**src/rtl/mmm_pkg.sv**
```systemverilog
package mmm_pkg;

    parameter int MMM_WORDS = 8;
    parameter int MMM_WIDTH = 12;

    typedef enum logic [1:0] {
        OP_IDLE  = 2'd0,
        OP_WRITE = 2'd1,
        OP_INVAL = 2'd2
    } mmm_op_e;

endpackage

```
**src/rtl/mmm_word_cmp.sv**
```systemverilog
module mmm_word_cmp #(
    parameter int WIDTH = 12
) (
    input  logic [WIDTH-1:0] word_i,
    input  logic [WIDTH-1:0] arg_i,
    input  logic [WIDTH-1:0] key_i,
    input  logic             valid_i,
    output logic             hit_o
);
    logic [WIDTH-1:0] diff;

    always_comb begin
        diff  = (word_i ^ arg_i) & key_i;
        hit_o = valid_i && (diff == '0);
    end
endmodule

```
**src/rtl/mmm_first_hit.sv**
```systemverilog
module mmm_first_hit #(
    parameter int WORDS = 8,
    parameter int IW    = 3
) (
    input  logic [WORDS-1:0] vec_i,
    output logic             found_o,
    output logic [IW-1:0]    idx_o
);
    always_comb begin
        found_o = 1'b0;
        idx_o   = '0;
        for (int i = WORDS - 1; i >= 0; i--) begin
            if (vec_i[i]) begin
                found_o = 1'b1;
                idx_o   = IW'(i);
            end
        end
    end
endmodule

```
**src/rtl/masked_match_mem.sv**
```systemverilog
module masked_match_mem
    import mmm_pkg::*;
#(
    parameter int WORDS = MMM_WORDS,
    parameter int WIDTH = MMM_WIDTH,
    localparam int IW   = (WORDS > 1) ? $clog2(WORDS) : 1
) (
    input  logic             clk,
    input  logic             rst_n,
    input  logic             wr_en,
    input  logic             inv_en,
    input  logic [IW-1:0]    wr_idx,
    input  logic [WIDTH-1:0] wr_data,
    input  logic [IW-1:0]    rd_idx,
    output logic [WIDTH-1:0] rd_data,
    output logic             rd_tag,
    input  logic             arg_we,
    input  logic [WIDTH-1:0] arg_in,
    input  logic             key_we,
    input  logic [WIDTH-1:0] key_in,
    input  logic             srch_go,
    output logic [WORDS-1:0] match_vec,
    output logic             any_match,
    output logic [IW-1:0]    first_idx,
    output logic [WIDTH-1:0] first_data
);

    logic [WIDTH-1:0] mem_q [WORDS];
    logic [WORDS-1:0] tag_q;
    logic [WIDTH-1:0] arg_q;
    logic [WIDTH-1:0] key_q;
    logic [WORDS-1:0] match_q;
    logic [WORDS-1:0] hit_now;
    mmm_op_e          op;

    // Port-side operation decode: a write outranks an invalidate.
    always_comb begin
        if (wr_en)       op = OP_WRITE;
        else if (inv_en) op = OP_INVAL;
        else             op = OP_IDLE;
    end

    // Tag bits
    always_ff @(posedge clk or negedge rst_n) begin
        if (!rst_n) begin
            tag_q <= '0;
        end else begin
            unique case (op)
                OP_WRITE: tag_q[wr_idx] <= 1'b1;
                OP_INVAL: tag_q[wr_idx] <= 1'b0;
                OP_IDLE:  tag_q         <= tag_q;
                default:  tag_q         <= tag_q;
            endcase
        end
    end

    // Word storage
    always_ff @(posedge clk or negedge rst_n) begin
        if (!rst_n) begin
            for (int i = 0; i < WORDS; i++) mem_q[i] <= '0;
        end else if (op == OP_WRITE) begin
            mem_q[wr_idx] <= wr_data;
        end
    end

    // Search value and mask registers
    always_ff @(posedge clk or negedge rst_n) begin
        if (!rst_n) begin
            arg_q <= '0;
            key_q <= '0;
        end else begin
            if (arg_we) arg_q <= arg_in;
            if (key_we) key_q <= key_in;
        end
    end

    // One comparator per word
    for (genvar g = 0; g < WORDS; g++) begin : g_cmp
        mmm_word_cmp #(.WIDTH(WIDTH)) u_cmp (
            .word_i  (mem_q[g]),
            .arg_i   (arg_q),
            .key_i   (key_q),
            .valid_i (tag_q[g]),
            .hit_o   (hit_now[g])
        );
    end

    // Match register: loads only on the search strobe
    always_ff @(posedge clk or negedge rst_n) begin
        if (!rst_n)       match_q <= '0;
        else if (srch_go) match_q <= hit_now;
    end

    mmm_first_hit #(.WORDS(WORDS), .IW(IW)) u_first (
        .vec_i   (match_q),
        .found_o (any_match),
        .idx_o   (first_idx)
    );

    always_comb begin
        match_vec  = match_q;
        first_data = mem_q[first_idx];
        rd_data    = mem_q[rd_idx];
        rd_tag     = tag_q[rd_idx];
    end

endmodule

```
**config.mk**
```make
export PLATFORM = sky130hd
export DESIGN_NAME = masked_match_mem
export DESIGN_NICKNAME = d
export VERILOG_FILES = /design/src/rtl/mmm_pkg.sv /design/src/rtl/mmm_word_cmp.sv /design/src/rtl/mmm_first_hit.sv /design/src/rtl/masked_match_mem.sv
export SDC_FILE = /design/constraint.sdc
export NUM_CORES = 1
export LEC_CHECK = 0
export CAP_MARGIN = 20
export CORE_ASPECT_RATIO = 1.25
export CORE_MARGIN = 2
export CORE_UTILIZATION = 30
export CTS_BUF_LIST = sky130_fd_sc_hd__clkbuf_16
export DETAILED_ROUTE_END_ITERATION = 6
export SLEW_MARGIN = 15
export SYNTH_ARGS = -nofsm -noshare
export SYNTH_HDL_FRONTEND = slang
export SYNTH_HIERARCHICAL = 1
export SYNTH_SLANG_ARGS = --single-unit
```
**constraint.sdc**
```tcl
create_clock -name clk -period 3.4 [get_ports clk]
set_input_delay 0.68 -clock clk [delete_from_list [all_inputs] [get_ports clk]]
set_output_delay 0.68 -clock clk [all_outputs]
set_load 0.05 [all_outputs]
```
==> results of run 1 <==
==> sequential cells by signal, indices dropped and copies added (netlist names), named ones only <==
name / count
arg_q: 12
key_q: 12
match_vec: 8
mem_q: 96
==> power groups by stage <==
stage / sequential (W) / clock, W / combinational, W
final: 0.00235 / 0.00193 / 0.00251
after global routing: 0.00241 / 0.00204 / 0.00266
after CTS: 0.00235 / 0.00197 / 0.00254
after detailed placement: 0.00238 / 0 / 0.00253
after global placement: 0.00238 / 0 / 0.00250
after floorplan: 0.00226 / 0 / 0.00185
==> area by class of cell <==
class,count,area [sq um]
clock inverter,14,184
multi-input combinational,407,4570
fill,2549,16500
clock buffer,17,425
sequential,136,3410
inverter,4,15.0
timing repair buffer,107,1010
tap,345,432
==> logic make-up after synthesis <==
group / count (synthesis)
multiplexers: 203
XOR/XNOR: 96
AND/OR/NAND/NOR: 55
buffers and inverters: 32
AO/OA/AOI/OAI: 53
flip-flops: 136
==> cell usage after synthesis <==
library cell  count  area [sq um]
nand3_1           8          40.0
nand4b_1          1          8.76
inv_1             4          15.0
a211oi_1          1          7.51
clkbuf_2          4          20.0
a22oi_1          32           240
mux2_2          151          1700
a21bo_2           1          10.0
buf_1             5          18.8
nor2_1           10          37.5
and4bb_2          3          37.5
mux2_1            2          22.5
clkbuf_1          4          15.0
and4b_1           3          30.0
nand4_1           9          56.3
a222oi_1          8          80.1
buf_2            11          55.1
xor2_1           96           841
nand2_1           9          33.8
o21bai_1          1          7.51
nand4b_2          2          30.0
nand4_2           1          12.5
o41ai_1           1          8.76
nor2b_1           2          12.5
mux4_2           50          1130
or4b_1            1          10.0
o21ai_0           4          20.0
a21o_1            4          30.0
dfrtp_1         136          3400
nor4_1            1          6.26
buf_4             4          30.0
nand4bb_1         3          33.8
a21oi_1           1          5.00
nor4_2            1          12.5
nor4b_4           1          23.8
==> worst paths after layout <==
check	startpoint	end	slack, ns	cells after the start
setup / recovery	match_vec[6]$_DFFE_PN0P_	first_data[6]	0.06	7
hold / removal	rst_n	mem_q[89]$_DFFE_PN0P_	0.21	1
setup reg to reg	arg_q[6]$_DFFE_PN0P_	match_vec[7]$_DFFE_PN0P_	1.49	5
hold reg to reg	flip-flop	flip-flop	0.52	1
max in group asynchronous	rst_n	mem_q[7]$_DFFE_PN0P_	2.44	2
min in group clk	flip-flop	flip-flop	0.52	1
==> worst max-delay path: cells and delay by family, from the launching register on <==
| family | cells | cell delay [ns] |
|---|---|---|
| mux | 2 | 0.83 |
| buf+inv | 3 | 0.54 |
| compound gates | 2 | 0.43 |
| flops | 1 | 0.42 |
==> routing by layer <==
layer	wire length [um]	track usage (%)
met1	10200	23.4
met3	1200	3.54
met2	11300	27.4
met4	595	5.99
met5	13	0
==> stage by stage <==
stage / area (sq um) / cells / total power, W
2_1_floorplan: 8140 / 575 / 0.00411
3_3_place_gp: 9430 / 999 / 0.00488
3_5_place_dp: 9430 / 999 / 0.00491
4_1_cts: 10000 / 1030 / 0.00686
5_1_grt: 10000 / 1030 / 0.00711
6_report: 10000 / 1030 / 0.00679
==> layout by cell type, fill, tap and decap left out, types with 4 or more instances in the layout <==
cell,synthesis,layout
mux2_2,151,139
dfrtp_1,136,131
xor2_1,96,96
clkdlybuf4s50_1,0,57
mux4_2,50,50
buf_4,4,43
a22oi_1,32,32
clkbuf_16,0,17
mux2_4,0,12
nor2_1,10,10
nand4_1,9,9
nand2_1,9,9
a222oi_1,8,8
nand3_1,8,8
inv_1,4,5
dfrtp_2,0,5
buf_12,0,5
o21ai_0,4,4
a21o_1,4,4
bufinv_16,0,4
==> timing repair <==
item | 4_1_cts | 5_1_grt
buffers inserted | 0 | 0
hold buffers | 0 | 0
endpoints found under the setup margin | 0 | 12
hold endpoints to repair | 0 | 0
==> flow_summary.yaml, run 1 <==
power_and_ir_drop:
  p_sw_w: 0.00243
  comb_power_share_pct: 36.9
  ir_worst_vdd_mv: 0.334
  p_per_area_mw_per_mm2: 676
  seqPwrFrac_pct: 34.7
  power.leakage_nw: 4.12
  p_int_w: 0.00437
  clkPwrFrac_pct: 28.4
  swShare_pct: 35.7
layout:
  drive_above_1_share_pct: 43.4
  antennaDiodeCount: 0
  area.growth.synth_to_final_pct: 24.9
  fin_util_pct: 37.8
  nets: 722
route:
  ant_nets: 0
  drc: 0
  initialDrtViolationCount: 347
  vias_per_cell: 5.28
  drt-pass1-iter-count: 5
  routed_wl_mm: 23.3
  via_count: 5440
  routedWlPerCell_um: 22.6
setup_path:
  cpPeakStageDelay_ns: 0.55
  crit_type: "flip-flop to primary output"
  path_cells: "inv_1 -> a21oi_1 -> o41ai_4 -> buf_12 -> mux4_2 -> mux2_4 -> buf_4"
  worst_setup_path_start_kind: "flip-flop"
  cp.arrival_ns: 2.66
  cp.required_ns: 2.72
  worstPathMaxFanout: 25
  crit_path_top_delay_cell: "mux4_2"
  crit_path_end_kind: "primary output"
global_routing:
  grt_pass1_vias: 5831
  grt_max_degree: 60
  grt_usage_pct: 17.3
  grt_pass1_wl_mm: 35.8
  grt_overflow: 0
  antenna_found_initial: 1
placed_design:
  io_buffer_count: 85
  gp_congestion: 0.832
  pre_cts_slack_ns: 0.457
  dp.final_hpwl_mm: 16.0
floorplanning:
  initial_core_util_pct: 30.3
  rows: 67
  die_w_um: 150
  coreArea_sq_mm: 0.0266
  ios: 86
  die_area_sq_mm: 0.0281
  die_height_um: 187
run:
  cap_violations: 0
clock_tree:
  numCtsBuffers: 17
  cts_buffer_depth: 2
  cts-htree-levels: 4
  clk-insertion-delay-late_ns: 0.43
  cts_tree: "done"
  cts_sinks: 136
  ctsResizeCount: 0
  clkTransAtPathRegs_ns: 0.06
  root_buffer: "clkbuf_16"
synthesis:
  synthAdderAreaFrac_pct: 0
  yosys.area_share.simple_pct: 4.79
  synth_top_family_by_area: "multiplexers"
  synth_mux_area_share_pct: 35.4
  seq_area_frac_synth_pct: 42.3
  yosys_warnings: 6
  synth_xor_area_share_pct: 10.5
  yosys.cell_types.count: 35
  synthCells: 575
  syn_avg_cell_area_sq_um: 14.0
  syn_nets: 624
  synth_seq_cells: 136
  synth-compound-area-share_pct: 5.09
  syn-cell-area_sq_mm: 0.00804
sta:
  setup_viol_count_final: 0
  setup_ws_ns: 0.0643
  period_share_pct: 98.1
  worstMarginPinSlew_ns: 0.666
  hold_viol: 0
  slew_viol_final: 0
  fin_crit_ns: 3.34
  skew_ns: 0.00755
  rsz0062_at_grt: "true"
  slew_headroom_pct: 55.6
  fmax_mhz: 300
  whs_ns: 0.212
  setup_tns_ns: 0
min_path:
  hold_path.class: "input pin to async pin"
outcome:
  status: "finished, final reports clean"
Power figures use the tool's default switching activity.
==> inputs of run 2 (changes only) <==
--- a/config.mk
+++ b/config.mk
@@ -5,7 +5,7 @@
 export SDC_FILE = /design/constraint.sdc
 export NUM_CORES = 1
 export LEC_CHECK = 0
-export CAP_MARGIN = 20
+export CAP_MARGIN = 30
 export CORE_ASPECT_RATIO = 1.25
 export CORE_MARGIN = 2
 export CORE_UTILIZATION = 30
==> constraint.sdc (replaced) <==
create_clock -name clk -period 2.8 [get_ports clk]
set_input_delay 0.56 -clock clk [delete_from_list [all_inputs] [get_ports clk]]
set_output_delay 0.56 -clock clk [all_outputs]
set_load 0.05 [all_outputs]
==> flow_summary.yaml, run 2 (synthesis gave the netlist of run 1 again) <==
setup_path:
  worstPathMaxFanout: 6
  worst_setup_path_start_kind: "flip-flop"
  crit_path_end_kind: "primary output"
  crit_type: "flip-flop to primary output"
  cp.arrival_ns: 2.61
  cp.required_ns: 2.24
clock_tree:
  root_buffer: "clkbuf_16"
  cts_sinks: 136
  cts-htree-levels: 4
  cts_buffer_depth: 2
  clk-insertion-delay-late_ns: 0.42
  numCtsBuffers: 17
  cts_tree: "done"
  cts_hold_buf: 0
  clkTransAtPathRegs_ns: 0.06
global_routing:
  grt_max_degree: 50
  grt_pass1_wl_mm: 35.8
  grt_pass1_vias: 5793
  grt_usage_pct: 17.4
  antenna_found_initial: 1
  grt_overflow: 0
route:
  wl_met1_mm: 10.1
  route.met2.wl_mm: 12.4
  drt-pass1-iter-count: 6
  vias_per_cell: 5.30
  routedWlPerCell_um: 23.1
  ant_nets: 0
  wl_met3_mm: 1.14
  via_count: 5577
  top_layer: "met4"
  drc: 0
  initialDrtViolationCount: 357
  routed_wl_mm: 24.3
power_and_ir_drop:
  p_sw_w: 0.00301
  power.leakage_nw: 4.34
  p_int_w: 0.00568
  clkPwrFrac_pct: 28.8
  ir_worst_vdd_mv: 0.388
  fin_total_pwr_w: 0.00869
  seqPwrFrac_pct: 32.9
  comb_power_share_pct: 38.3
  p_per_area_mw_per_mm2: 829
  swShare_pct: 34.6
outcome:
  violations: "setup timing"
  status: "complete, but fails checks"
floorplanning:
  die_area_sq_mm: 0.0281
  rows: 67
  ios: 86
  coreArea_sq_mm: 0.0266
  die_height_um: 187
  initial_core_util_pct: 30.3
  die_w_um: 150
layout:
  drive_above_1_share_pct: 45.8
  area.growth.synth_to_final_pct: 30.3
  fillers: 2435
  nets: 742
  largest-register: "mem_q"
  layout_common_cells: "139 x mux2_2, 130 x dfrtp_1, 96 x xor2_1"
  fin_util_pct: 39.4
  top_regs: "mem_q x96, arg_q x12, key_q x12"
  largest_register_ffs: 96
  final_common_cell: "mux2_2"
placed_design:
  gp_congestion: 0.857
  pre_cts_slack_ns: 0.0170
  dp.final_hpwl_mm: 16.7
  io_buffer_count: 85
sta:
  fmax_mhz: 316
  skew_ns: 0.00652
  slew_headroom_pct: 66.8
  setup_ws_ns: -0.368
  setup_viol_count_final: 12
  setup_tns_ns: -4.15
  fin_crit_ns: 3.17
  slew_viol_final: 0
  rsz0062_at_grt: "true"
  period_share_pct: 113
  hold_viol: 0
  whs_ns: 0.0750
  worstMarginPinSlew_ns: 0.497
min_path:
  hold_path.class: "input pin to async pin"
run:
  cap_violations: 0
run 2: timing repair:
| action | in CTS | in global routing |
|---|---|---|
| cloned | 2 | 1 |
| setup endpoints to repair | 12 | 13 |
| pin swaps | 1 | 1 |
| gates resized for setup | 11 | 7 |
| setup buffers | 3 | 1 |
run 2: stage by stage:
stage,area [sq um],std cells
2_1_floorplan,8170,575
3_5_place_dp,9660,1012
3_3_place_gp,9660,1012
4_1_cts,10400,1049
6_report,10500,1052
5_1_grt,10500,1051
run 2: final timing paths:
| path | from | end | slack [ns] | cells past startpoint |
|---|---|---|---|---|
| setup / recovery | match_vec[0]$_DFFE_PN0P_ | first_data[6] | -0.37 | 6 |
| hold / removal | rst_n | arg_q[5]$_DFFE_PN0P_ | 0.07 | 1 |
| setup reg to reg | arg_q[6]$_DFFE_PN0P_ | match_vec[4]$_DFFE_PN0P_ | 0.84 | 5 |
| hold reg to reg | flip-flop | flip-flop | 0.52 | 1 |
| max in group asynchronous | rst_n | mem_q[15]$_DFFE_PN0P_ | 2.02 | 2 |
| min in group clk | flip-flop | flip-flop | 0.52 | 1 |
run 2: cell type report:
cell class	instances	area, sq um	share of cell area (%)
antenna	1	2.50	0.0239
clock buffer	17	425	4.06
multi-input combinational	407	4570	43.6
tap	345	432	4.12
timing repair buffer	127	1390	13.3
inverter	4	15.0	0.143
sequential	136	3410	32.5
clock inverter	15	231	2.21
run 2: per-layer routing:
metal / vias to the layer above / GRT usage [%]
met4: 0 / 6.57
met1: 2931 / 22.4
met3: 35 / 2.78
li1: 2452 / -
met2: 159 / 29.3
met5: - / 0
run 2: worst max-delay path: stages, from the launching register on:
cell and delay [ns]:
dfrtp_2 0.45, o41ai_4 0.42, buf_6 0.20, buf_12 0.15, mux4_2 0.50, mux2_4 0.31, buf_6 0.16
run 2: power groups by stage:
stage / Sequential [W] / Clock [W] / Combinational [W]
2_1_floorplan: 0.00275 / 0 / 0.00226
3_3_place_gp: 0.00288 / 0 / 0.00311
3_5_place_dp: 0.00289 / 0 / 0.00314
4_1_cts: 0.00286 / 0.00256 / 0.00329
5_1_grt: 0.00292 / 0.00264 / 0.00349
6_report: 0.00286 / 0.00250 / 0.00332
==> inputs of run 3 (changes only) <==
--- a/config.mk
+++ b/config.mk
@@ -7,9 +7,9 @@
 export LEC_CHECK = 0
 export CAP_MARGIN = 30
 export CORE_ASPECT_RATIO = 1.25
-export CORE_MARGIN = 2
 export CORE_UTILIZATION = 30
 export CTS_BUF_LIST = sky130_fd_sc_hd__clkbuf_16
+export CTS_CLUSTER_DIAMETER = 50
 export DETAILED_ROUTE_END_ITERATION = 6
 export SLEW_MARGIN = 15
 export SYNTH_ARGS = -nofsm -noshare
==> flow_summary.yaml, run 3 (synthesis gave the netlist of run 1 again) <==
sta:
  hold_viol: 0
  setup_tns_ns: -4.18
  slew_viol_final: 0
  period_share_pct: 113
  fin_crit_ns: 3.16
  whs_ns: 0.180
  fmax_mhz: 316
  worstMarginPinSlew_ns: 0.756
  rsz0062_at_grt: "true"
  slew_headroom_pct: 49.4
  setup_viol_count_final: 12
  skew_ns: 0.00811
  setup_ws_ns: -0.363
clock_tree:
  cts_tree: "done"
  cts_sinks: 136
  numCtsBuffers: 17
  clk-insertion-delay-late_ns: 0.43
  cts_hold_buf: 0
  root_buffer: "clkbuf_16"
  cts_buffer_depth: 2
  clkTransAtPathRegs_ns: 0.06
  cts-htree-levels: 4
layout:
  area.growth.synth_to_final_pct: 29.5
  largest-register: "mem_q"
  largest_register_ffs: 96
  final_common_cell: "mux2_2"
  nets: 744
  top_regs: "mem_q x96, arg_q x12, key_q x12"
  layout_common_cells: "139 x mux2_2, 131 x dfrtp_1, 96 x xor2_1"
  layout.cells.non_filler: 1048
  drive_above_1_share_pct: 46.0
  antennaDiodeCount: 0
  fin_area_sq_mm: 0.0104
route:
  drt-pass1-iter-count: 6
  routedWlPerCell_um: 23.0
  vias_per_cell: 5.32
  initialDrtViolationCount: 370
  drc: 0
  routed_wl_mm: 24.1
  ant_nets: 0
  via_count: 5578
min_path:
  hold_path.class: "input pin to async pin"
global_routing:
  antenna_found_initial: 1
  grt_pass1_vias: 5773
  grt_max_degree: 78
  grt_overflow: 0
  grt_pass1_wl_mm: 36.1
  grt_usage_pct: 18.4
setup_path:
  cp.arrival_ns: 2.60
  crit_path_end_kind: "primary output"
  worst_setup_path_start_kind: "flip-flop"
  worstPathMaxFanout: 6
  cpPeakStageDelay_ns: 0.49
  cp.required_ns: 2.24
  cp_top_family: "multiplexers"
  path_cells: "inv_2 -> a21oi_2 -> o41ai_4 -> buf_4 -> clkbuf_16 -> mux4_2 -> mux2_4 -> buf_6"
  crit_type: "flip-flop to primary output"
  path_buf_inv: 4
  crit_path_top_delay_cell: "mux4_2"
power_and_ir_drop:
  p_per_area_mw_per_mm2: 824
  ir_worst_vdd_mv: 0.326
  power.leakage_nw: 4.30
floorplanning:
  ios: 86
  die_height_um: 185
  initial_core_util_pct: 30.7
  rows: 66
  die_area_sq_mm: 0.0275
  coreArea_sq_mm: 0.0262
  die_w_um: 148
placed_design:
  placed_area_sq_mm: 0.00963
  pre_cts_slack_ns: 0.0306
  gp_congestion: 0.844
  dp.cells: 1010
  dp.final_hpwl_mm: 16.4
  io_buffer_count: 85
outcome:
  status: "complete, but fails checks"
  violations: "setup timing"
run:
  cap_violations: 0
-- run 3: cell count changes in the layout (fill, tap and decap cells not counted), sizes merged --
cell / delta
clkinvlp: +4
diode: -1
bufinv: -2
inv: +2
clkinv: -4
buf: +2
-- run 3: metal layers --
metal  GRT usage (%)  share of wire (%)  up-vias
met5               0                  0        -
met4            5.98                2.3        0
met3            3.50                4.4       36
met2            30.5                 50      163
met1            24.1                 44     2923
li1                -                  -     2456
-- run 3: power by group --
group          leakage (nW)  switching [W]  total (W)  internal (W)
combinational          2.39        0.00165    0.00333       0.00169
sequential             1.63       0.000520    0.00286       0.00234
clock                 0.286       0.000902    0.00239       0.00149
-- run 3: worst paths after layout --
path	slack, ns	cells past startpoint	startpoint	endpoint
worst min register to register	0.51	1	flip-flop	flip-flop
worst max-delay path	-0.36	8	match_vec[6]$_DFFE_PN0P_	first_data[2]
max in group asynchronous	1.86	2	rst_n	mem_q[85]$_DFFE_PN0P_
min in group clk	0.51	1	flip-flop	flip-flop
worst min-delay path	0.18	1	rst_n	arg_q[5]$_DFFE_PN0P_
worst max register to register	0.87	5	arg_q[6]$_DFFE_PN0P_	match_vec[0]$_DFFE_PN0P_
-- run 3: final cells by class --
class | count | area [sq um]
fillers | 2459 | 15800
multi-input cells | 407 | 4580
flip-flops and latches | 136 | 3410
repair buffers | 129 | 1370
clock buffers | 17 | 425
well taps | 340 | 425
clock inverters | 15 | 200
inverters | 4 | 15.0
-- run 3: timing repair --
| item | 4_1_cts | 5_1_grt |
|---|---|---|
| setup buffers | 3 | 0 |
| cloned | 2 | 1 |
| gates resized for setup | 11 | 6 |
| pin swaps | 1 | 1 |
| endpoints found under the setup margin | 12 | 13 |
-- run 3: stage by stage --
step                      utilization (%)  power [W]
after floorplan                         -    0.00501
after global placement               36.8    0.00599
after detailed placement             36.8    0.00604
after CTS                            39.6    0.00859
after global routing                 39.8    0.00896
final                                39.8    0.00858
